## config.mk

```make
export PLATFORM = sky130hd
export DESIGN_NAME = edge_seq_monitor
export DESIGN_NICKNAME = d
export VERILOG_FILES = /design/src/rtl/edge_seq_pkg.sv /design/src/rtl/edge_seq_edge.sv /design/src/rtl/edge_seq_gap_cnt.sv /design/src/rtl/edge_seq_fsm.sv /design/src/rtl/edge_seq_monitor.sv
export SDC_FILE = /design/constraint.sdc
export NUM_CORES = 1
export LEC_CHECK = 0
export BUFFER_PORTS_ARGS = -buffer_cell sky130_fd_sc_hd__clkbuf_2
export CAP_MARGIN = 20
export CORE_UTILIZATION = 45
export CTS_BUF_LIST = sky130_fd_sc_hd__clkbuf_8
export DETAILED_ROUTE_END_ITERATION = 8
export GPL_TIMING_DRIVEN = 0
export PLACE_DENSITY_LB_ADDON = 0.1
export SYNTH_ARGS = -nofsm -noshare
export SYNTH_HDL_FRONTEND = slang
export SYNTH_SLANG_ARGS = --single-unit
```

## constraint.sdc

```tcl
create_clock -name clk_i -period 2.28 [get_ports clk_i]
set_input_delay 0.228 -clock clk_i [delete_from_list [all_inputs] [get_ports clk_i]]
set_output_delay 0.228 -clock clk_i [all_outputs]
set_load 0.1 [all_outputs]
```

## src/rtl/edge_seq_pkg.sv

```systemverilog
`timescale 1ns/1ps
package edge_seq_pkg;

  localparam int NUM_SIG   = 3;  // 0 outer, 1 mid, 2 inner
  localparam int NUM_STEPS = 5;
  localparam int STEP_W    = 3;
  localparam int EV_W      = 2 * NUM_SIG;  // {fall[2:0], rise[2:0]}

  typedef enum logic [2:0] {
    ST_IDLE    = 3'd0,
    ST_W_MID_R = 3'd1,
    ST_W_IN_R  = 3'd2,
    ST_W_IN_F  = 3'd3,
    ST_W_MID_F = 3'd4,
    ST_W_OUT_F = 3'd5
  } seq_state_e;

  // one-hot event bit expected in each waiting state
  function automatic logic [EV_W-1:0] expected_ev(seq_state_e s);
    case (s)
      ST_W_MID_R: expected_ev = 6'b000010;
      ST_W_IN_R:  expected_ev = 6'b000100;
      ST_W_IN_F:  expected_ev = 6'b100000;
      ST_W_MID_F: expected_ev = 6'b010000;
      ST_W_OUT_F: expected_ev = 6'b001000;
      default:    expected_ev = '0;
    endcase
  endfunction

endpackage

```

## src/rtl/edge_seq_edge.sv

```systemverilog
`timescale 1ns/1ps
module edge_seq_edge #(
  parameter int WIDTH = 3
) (
  input  logic             clk_i,
  input  logic             rst_ni,
  input  logic [WIDTH-1:0] sig_i,
  output logic [WIDTH-1:0] rise_o,
  output logic [WIDTH-1:0] fall_o
);

  logic             primed_q;
  logic [WIDTH-1:0] prev_q;

  // first edge after reset only captures levels
  always_ff @(posedge clk_i or negedge rst_ni) begin
    if (!rst_ni) begin
      primed_q <= 1'b0;
      prev_q   <= '0;
    end else begin
      primed_q <= 1'b1;
      prev_q   <= sig_i;
    end
  end

  for (genvar i = 0; i < WIDTH; i++) begin : g_bit
    assign rise_o[i] = primed_q &  sig_i[i] & ~prev_q[i];
    assign fall_o[i] = primed_q & ~sig_i[i] &  prev_q[i];
  end

endmodule

```

## src/rtl/edge_seq_gap_cnt.sv

```systemverilog
`timescale 1ns/1ps
module edge_seq_gap_cnt #(
  parameter int CNT_W = 3
) (
  input  logic             clk_i,
  input  logic             rst_ni,
  input  logic             clear_i,
  output logic [CNT_W-1:0] count_o
);

  localparam logic [CNT_W-1:0] CNT_MAX = '1;

  logic [CNT_W-1:0] count_q;

  always_ff @(posedge clk_i or negedge rst_ni) begin
    if (!rst_ni)                 count_q <= '0;
    else if (clear_i)            count_q <= '0;
    else if (count_q != CNT_MAX) count_q <= count_q + 1'b1;
  end

  assign count_o = count_q;

  a_r7_saturate_holds: assert property (@(posedge clk_i) disable iff (!rst_ni)
    (count_q == CNT_MAX && !clear_i) |=> (count_q == CNT_MAX));

  a_r2_clear_restarts: assert property (@(posedge clk_i) disable iff (!rst_ni)
    clear_i |=> (count_q == '0));

endmodule

```

## src/rtl/edge_seq_fsm.sv

```systemverilog
`timescale 1ns/1ps
module edge_seq_fsm
  import edge_seq_pkg::*;
#(
  parameter int CNT_W        = 3,
  parameter int GAP_MID_RISE = 2,
  parameter int GAP_IN_RISE  = 2,
  parameter int GAP_IN_FALL  = 2,
  parameter int GAP_MID_FALL = 2,
  parameter int GAP_OUT_FALL = 3
) (
  input  logic               clk_i,
  input  logic               rst_ni,
  input  logic [NUM_SIG-1:0] rise_i,
  input  logic [NUM_SIG-1:0] fall_i,
  input  logic [1:0]         busy_lvl_i,  // {inner, mid} current levels
  input  logic [CNT_W-1:0]   count_i,
  output logic               clear_o,
  output logic               pass_o,
  output logic               err_o,
  output logic               abort_o,
  output logic [STEP_W-1:0]  err_step_o
);

  seq_state_e        state_q, state_d;
  logic              pass_q, pass_d, err_q, err_d, abort_q, abort_d;
  logic [STEP_W-1:0] step_q, step_d;
  logic [EV_W-1:0]   ev, seq_ev;
  logic [CNT_W:0]    elapsed;
  logic              on_time;

  function automatic int gap_of(seq_state_e s);
    case (s)
      ST_W_MID_R: gap_of = GAP_MID_RISE;
      ST_W_IN_R:  gap_of = GAP_IN_RISE;
      ST_W_IN_F:  gap_of = GAP_IN_FALL;
      ST_W_MID_F: gap_of = GAP_MID_FALL;
      ST_W_OUT_F: gap_of = GAP_OUT_FALL;
      default:    gap_of = 0;
    endcase
  endfunction

  assign ev      = {fall_i, rise_i};
  assign seq_ev  = ev & ~EV_W'(1);  // outer rise ignored mid-sequence
  assign elapsed = {1'b0, count_i} + 1'b1;
  assign on_time = int'(elapsed) >= gap_of(state_q);

  always_comb begin
    state_d = state_q;
    clear_o = 1'b0;
    pass_d  = 1'b0;
    err_d   = 1'b0;
    abort_d = 1'b0;
    step_d  = '0;
    if (state_q == ST_IDLE) begin
      if (ev[0] && (busy_lvl_i == 2'b00)) begin
        state_d = ST_W_MID_R;
        clear_o = 1'b1;
      end
    end else if (seq_ev != '0) begin
      if (seq_ev != expected_ev(state_q)) begin
        abort_d = 1'b1;
        state_d = ST_IDLE;
      end else if (!on_time) begin
        err_d   = 1'b1;
        step_d  = STEP_W'(state_q) - 1'b1;
        state_d = ST_IDLE;
      end else if (state_q == ST_W_OUT_F) begin
        pass_d  = 1'b1;
        state_d = ST_IDLE;
      end else begin
        state_d = seq_state_e'(state_q + 1'b1);
        clear_o = 1'b1;
      end
    end
  end

  always_ff @(posedge clk_i or negedge rst_ni) begin
    if (!rst_ni) begin
      state_q <= ST_IDLE;
      pass_q  <= 1'b0;
      err_q   <= 1'b0;
      abort_q <= 1'b0;
      step_q  <= '0;
    end else begin
      state_q <= state_d;
      pass_q  <= pass_d;
      err_q   <= err_d;
      abort_q <= abort_d;
      step_q  <= step_d;
    end
  end

  assign pass_o     = pass_q;
  assign err_o      = err_q;
  assign abort_o    = abort_q;
  assign err_step_o = step_q;

  a_r8_one_pulse: assert property (@(posedge clk_i) disable iff (!rst_ni)
    $onehot0({pass_q, err_q, abort_q}));

  a_r8_pass_single: assert property (@(posedge clk_i) disable iff (!rst_ni)
    pass_q |=> !pass_q);

  a_r8_err_single: assert property (@(posedge clk_i) disable iff (!rst_ni)
    err_q |=> !err_q);

  a_r3_err_idles: assert property (@(posedge clk_i) disable iff (!rst_ni)
    err_q |-> (state_q == ST_IDLE && step_q < STEP_W'(NUM_STEPS)));

  a_r6_idle_ignores: assert property (@(posedge clk_i) disable iff (!rst_ni)
    (state_q == ST_IDLE && !ev[0]) |=> (state_q == ST_IDLE && !pass_q && !err_q && !abort_q));

endmodule

```

## src/rtl/edge_seq_monitor.sv

```systemverilog
`timescale 1ns/1ps
module edge_seq_monitor
  import edge_seq_pkg::*;
#(
  parameter int GAP_MID_RISE = 2,
  parameter int GAP_IN_RISE  = 2,
  parameter int GAP_IN_FALL  = 2,
  parameter int GAP_MID_FALL = 2,
  parameter int GAP_OUT_FALL = 3
) (
  input  logic        clk_i,
  input  logic        rst_ni,
  input  logic        outer_i,
  input  logic        mid_i,
  input  logic        inner_i,
  output logic        pass_o,
  output logic        err_o,
  output logic        abort_o,
  output logic [2:0]  err_step_o
);

  localparam int MAX_A   = (GAP_MID_RISE > GAP_IN_RISE) ? GAP_MID_RISE : GAP_IN_RISE;
  localparam int MAX_B   = (GAP_IN_FALL > GAP_MID_FALL) ? GAP_IN_FALL : GAP_MID_FALL;
  localparam int MAX_AB  = (MAX_A > MAX_B) ? MAX_A : MAX_B;
  localparam int MAX_GAP = (MAX_AB > GAP_OUT_FALL) ? MAX_AB : GAP_OUT_FALL;
  localparam int CNT_W   = $clog2(MAX_GAP + 1) + 1;

  logic [NUM_SIG-1:0] sig, rise, fall;
  logic [CNT_W-1:0]   count;
  logic               clear;

  assign sig = {inner_i, mid_i, outer_i};

  edge_seq_edge #(.WIDTH(NUM_SIG)) u_edge (
    .clk_i  (clk_i),
    .rst_ni (rst_ni),
    .sig_i  (sig),
    .rise_o (rise),
    .fall_o (fall)
  );

  edge_seq_gap_cnt #(.CNT_W(CNT_W)) u_cnt (
    .clk_i   (clk_i),
    .rst_ni  (rst_ni),
    .clear_i (clear),
    .count_o (count)
  );

  edge_seq_fsm #(
    .CNT_W        (CNT_W),
    .GAP_MID_RISE (GAP_MID_RISE),
    .GAP_IN_RISE  (GAP_IN_RISE),
    .GAP_IN_FALL  (GAP_IN_FALL),
    .GAP_MID_FALL (GAP_MID_FALL),
    .GAP_OUT_FALL (GAP_OUT_FALL)
  ) u_fsm (
    .clk_i      (clk_i),
    .rst_ni     (rst_ni),
    .rise_i     (rise),
    .fall_i     (fall),
    .busy_lvl_i ({inner_i, mid_i}),
    .count_i    (count),
    .clear_o    (clear),
    .pass_o     (pass_o),
    .err_o      (err_o),
    .abort_o    (abort_o),
    .err_step_o (err_step_o)
  );

  a_r1_pass_after_outer_fall: assert property (@(posedge clk_i) disable iff (!rst_ni)
    pass_o |-> (!$past(outer_i) && $past(outer_i, 2)));

  a_r3_step_zero_when_quiet: assert property (@(posedge clk_i) disable iff (!rst_ni)
    !err_o |-> (err_step_o == 3'd0));

endmodule

```

* Word-level counts from Yosys, hierarchy flattened *
Index checks and enable logic that the tools add are counted.

storage, ports and cells
  register bits after elaboration = 16
  input port bits = 5
  output and inout port bits = 6
  logic and storage cells = 81

operators by class
  add/sub/neg operators = 4
  $lt $le $gt $ge = 1
  equal/unequal tests = 8
  mux-type cells = 34
  bitwise gates (word level) = 18
  reduce and logical (&&, ||, !) cells = 8

operators with widths
  kind                                                 number
  two-way mux 3 bit                                    12
  one-hot mux 6 bit (5 select lines)                   1
  two-way mux 1 bit                                    18
  AND 1 bit                                            12
  two-way mux 6 bit                                    2
  adder 3 x 1 -> 3 bit, second input constant          2
  equality test 3 x 2 -> 1 bit, second input constant  2
  equality test 3 bit, second input constant           2
  != test 6 bit                                        1
  inverter 1 bit                                       6
  nonzero test 6 bit                                   1
  adder 3 x 1 -> 4 bit, second input constant          1
  >= comparator 4 x 2 -> 1 bit                         1
  one-hot mux 2 bit (2 select lines)                   1
  nonzero test 2 bit                                   2
  OR reduction 4 bit                                   1
  equality test 3 x 1 -> 1 bit, second input constant  1
  logical NOT 3 bit                                    1
  != test 3 bit, second input constant                 1
  subtractor 3 x 1 -> 3 bit, second input constant     1
  logical NOT 2 bit                                    1
  != test 2 bit, second input constant                 1
  AND reduction 2 bit                                  1
  logical AND 1 bit                                    1

* Depth between registers and ports, before layout *
  word-level depth = 11
  depth in mapped cells = 9
  mapped depth without buffers = 9

* By module *
From an unflattened synthesis, not the netlist that was laid out.

unflattened totals
  cell total of the unflattened synthesis = 90
  area total of the unflattened synthesis = 1006.0 um^2

by module, submodules not included
  module            instances  cells each  area an instance (um^2)  sequential area each (um^2)
  edge_seq_fsm      1          68          709.4                    225.2
  edge_seq_edge     1          11          156.4                    100.1
  edge_seq_gap_cnt  1          11          140.1                    75.1

* Worst setup path after synthesis *
No wires, ideal clock.

  kind = reg-to-reg
  from = reg u_fsm.state_q[0]
  to = reg u_fsm.state_q[2]
  library setup time = 0.122 ns
  arrival time = 2.277 ns
  slack = -0.119 ns
  cell stages (with the launch flop) = 9
  path buffers = 0
  clock period less this slack = 2.399 ns
  cell sequence = dfrtp_1 > inv_1 > ha_1 > ha_1 > nor4_1 > ha_1 > a2111oi_0 > a2111oi_0 > a32o_1

between the ends
  longest elaborated chain between the ends = 8
  elaborated cells between the ends (all ways) = 22
  classes of those cells = 1 x add/sub; 1 x order compare; 7 x eq/ne; 9 x mux; 4 x reduce/logical

RTL lines
  what                                                                                       RTL line                                source
  start: declaration                                                                         edge_seq_fsm.sv:25                      seq_state_e state_q, state_d;
  start signal: assignment                                                                   edge_seq_fsm.sv:86                      state_q <= state_d;
  equality test 3 x 1 -> 1 bit, or another cell as far along                                 edge_seq_pkg.sv:20, edge_seq_fsm.sv:33
  OR reduction 4 bit (no source line) or one-hot mux 6 bit (5 select lines) (tied branches)  -
  one-hot mux 2 bit (2 select lines) or two-way mux 6 bit (tied branches)                    edge_seq_fsm.sv:33, edge_seq_fsm.sv:60
  >= comparator 4 x 2 -> 1 bit or two-way mux 6 bit (tied branches)                          edge_seq_fsm.sv:46, edge_seq_fsm.sv:55
  two-way mux 3 bit or != test 6 bit (tied branches)                                         edge_seq_fsm.sv:64, edge_seq_fsm.sv:61
  two-way mux 3 bit                                                                          edge_seq_fsm.sv:61                      if (seq_ev != expected_ev(state_q)) begin
  two-way mux 3 bit                                                                          edge_seq_fsm.sv:60                      end else if (seq_ev != '0) begin
  two-way mux 3 bit                                                                          edge_seq_fsm.sv:55                      if (state_q == ST_IDLE) begin

Several ways; a longest one is shown, not always the timed one. The select of a mux whose other input is x is not followed.
A chain may end at the register's enable or synchronous reset.

* Worst setup path in the final report *
  from = reg u_fsm.state_q[0]
  to = reg u_fsm.state_q[0]

The elaborated chain is that of the path after synthesis.

==> run metrics <==
fmax=422.8 MHz; Core ar.=0.002022 mm²; Area contributors post-synth=dfrtp_1, ha_1, nor4_1; violated checks=setup timing; CTS Root Cell=clkbuf_8; Yosys reg bits=16; post-synthesis to final-layout area growth=36.45%; setup ws final=-0.08521 ns; Via Count=825; Worst-Margin Slew=0.7906 ns; initial antenna violation count=0; row count=16; fraction of final layout cells sized beyond drive strength 1=0.4123; DR iter-0 viols=12; Post-Syn Area per Cell=10.78 µm²; maximum number of pins on one net before global-route repair=17; io pins=11; Pwr per Cell Area=1261 mW/mm²; Vias/cell=5.851; DIE WIDTH=49.19 µm; DRT antenna net count=0; Int Power=955.8 µW; Chip Height=49.19 µm; Synth Cell Area=0.001002 mm²; Worst Hold Class=input port to flip-flop; final hold violation count=0; Total Routing Usage GR=0.2205; Post-synth EDFFs=0; Post-DP HPWL=1587 µm; Mapped Nets=109; outcome=complete, but fails checks; crit path DAT=2.51 ns; Leak=0.5710 nW; Clock Skew=0.002350 ns; fin crit share=1.037; total grt overflow=0; TritonCTS buffer count=3; Synth Flop Type=dfrtp_1; post-synthesis sequential area ratio=0.3995; CTS sink cnt=16; routed wire length=2342 µm; Critical Path RT=2.42 ns; clk_lat worst skew=0.26 ns; combinational fraction of design power=0.618; die area=0.002420 mm²; post-synth top area cell=dfrtp_1; DR pass1 iterations=4; share of the synthesized area in the top cell type=0.3995; # setup viols final=7; slew margin rel.=0.4718; Post-route DRC=0; Clock Power Share=0.148; global-route wire length before repair=3946 µm; Seq pwr share=0.234; Bufs on Longest Clock Path=2; hold_ws=0.1137 ns; CTS tree=done; Initial Util=0.4957; Worst-path clk slew=0.06 ns; startpoint types=flip-flop; post-synthesis cell type count=37; IO Port Bufs=10; Peak VDD IR=0.9383 mV; minimum clock period=2.365 ns; sw power=768.7 µW; final-stage net count=131; Post-Syn Instances=93; total of max-cap violations=0; depth of the CTS H-tree=1; antenna cells=0; unrepaired setup endpoints after global routing=yes; Final Util=0.6764; asr flop ratio synth=1.000; max-slew violations=0; crit path max fanout=4; WS Path Type=flip-flop to flip-flop; vias in the first global route=813; Sw Ratio=0.4457; Worst Setup End Kind=flip-flop; post-DR wirelength/cell=16.61 µm; Synth Warn #=0; placer congestion estimate=0.9081
-- worst paths after layout --
| path | cells past startpoint | start | slack (ns) | endpoint |
|---|---|---|---|---|
| min in group asynchronous | 2 | rst_ni | 0.42 | u_fsm.state_q[1]$_DFFE_PN0P_ |
| setup reg to reg | 8 | u_fsm.state_q[0]$_DFFE_PN0P_ | -0.09 | u_fsm.state_q[0]$_DFFE_PN0P_ |
| max in group asynchronous | 2 | rst_ni | 1.55 | u_fsm.state_q[2]$_DFFE_PN0P_ |
| hold reg to reg | 1 | u_fsm.state_q[0]$_DFFE_PN0P_ | 0.56 | u_fsm.err_step_o[0]$_DFF_PN0_ |
| setup / recovery | 8 | u_fsm.state_q[0]$_DFFE_PN0P_ | -0.09 | u_fsm.state_q[0]$_DFFE_PN0P_ |
| hold / removal | 1 | outer_i | 0.11 | u_edge.prev_q[0]$_DFF_PN0_ |
-- area by class of cell --
| type | instances | area, µm² |
|---|---|---|
| Multi-Input combinational cell | 70 | 740.7 |
| Timing Repair Buffer | 17 | 105.1 |
| Sequential cell | 16 | 402.9 |
| Inverter | 6 | 25.02 |
| Tap cell | 27 | 33.78 |
| Buffer | 1 | 5.005 |
| Fill cell | 140 | 654.4 |
| Clock buffer | 4 | 55.05 |
-- sequential cells by signal, summed over array words and instances, names as in the netlist --
signal / count
u_cnt.count_o: 3
u_edge.prev_q: 3
u_fsm.err_step_o: 3
u_fsm.state_q: 3
u_edge.primed_q: 1
u_fsm.abort_o: 1
u_fsm.err_o: 1
u_fsm.pass_o: 1
-- metal layers --
layer  GRT usage  up-vias  part of all wire
li1            -      403                 -
met1      0.2994      409              0.46
met2      0.3539        8              0.50
met3     0.02804        5             0.015
met4     0.08824        0             0.016
met5           0        -                 0
-- power by group through the flow --
stage	Clock (mW)	Combinational, mW	Sequential [mW]
after floorplan	0	0.472	0.455
after global placement	0	0.670	0.391
after detailed placement	0	0.692	0.394
after CTS	0.257	0.917	0.405
after global routing	0.267	1.15	0.411
final	0.255	1.07	0.403
-- what timing repair did --
action / in CTS / in global routing
endpoints found under the hold margin: 16 / 0
gates resized for setup: 18 / 14
endpoints found under the setup margin: 7 / 12
hold buffers: 1 / 0
pin swaps: 7 / 7
buffers inserted: 4 / 2
-- critical path, cell delays in order, from the launching register on --
cell and delay, ns:
dfrtp_2 0.46, inv_4 0.09, ha_1 0.19, nor2b_2 0.25, nor4_4 0.05, ha_1 0.35
a2111o_1 0.48, and4_4 0.19, a31o_1 0.18
-- stage by stage --
stage	total power, mW	instance area [µm²]	std cells	setup TNS [ns]	setup WS [ns]
after floorplan	0.9267	1017	93	0	0.004703
after global placement	1.062	1101	130	-1.077	-0.2356
after detailed placement	1.087	1101	130	-1.383	-0.2904
after CTS	1.579	1286	139	-0.1980	-0.05221
after global routing	1.831	1368	141	-1.346	-0.1758
final	1.724	1368	141	-0.3554	-0.08521
-- cells in the mapped netlist, types with 2 or more instances --
cell / instances
a32o_1: 2
nand2_1: 5
nand3b_1: 4
nand2b_1: 3
o211ai_1: 2
nor4_1: 5
xor2_1: 3
nor2b_1: 3
a211oi_1: 3
ha_1: 11
a2111oi_0: 3
nor3_1: 2
mux2i_1: 2
inv_1: 6
dfrtp_1: 16
a21oi_1: 2
-- cells by family (layout without fill, tap and decap cells) --
group,count (synthesis),count (layout),share of synthesized area
compound gates,22,22,0.1873
flops,16,16,0.3995
buf+inv,7,28,0.02746
mux,2,2,0.01998
other cells,1,1,0.003742
simple gates,30,30,0.1898
fa+ha+maj,11,11,0.1373
xor+xnor,4,4,0.03496
-- cells in the final DEF, fill, tap and decap left out, types with 3 or more instances in the layout --
master | synthesis | layout
dfrtp_1 | 16 | 14
buf_4 | 0 | 6
clkbuf_8 | 0 | 4
inv_1 | 6 | 3
nor4_2 | 0 | 3
nand2b_1 | 3 | 3
nand3b_1 | 4 | 4
a211oi_2 | 0 | 3
ha_4 | 0 | 5
nand2_1 | 5 | 4
xor2_1 | 3 | 3
clkbuf_2 | 0 | 10
ha_1 | 11 | 6
No activity file was read; power rests on OpenSTA's default activity.
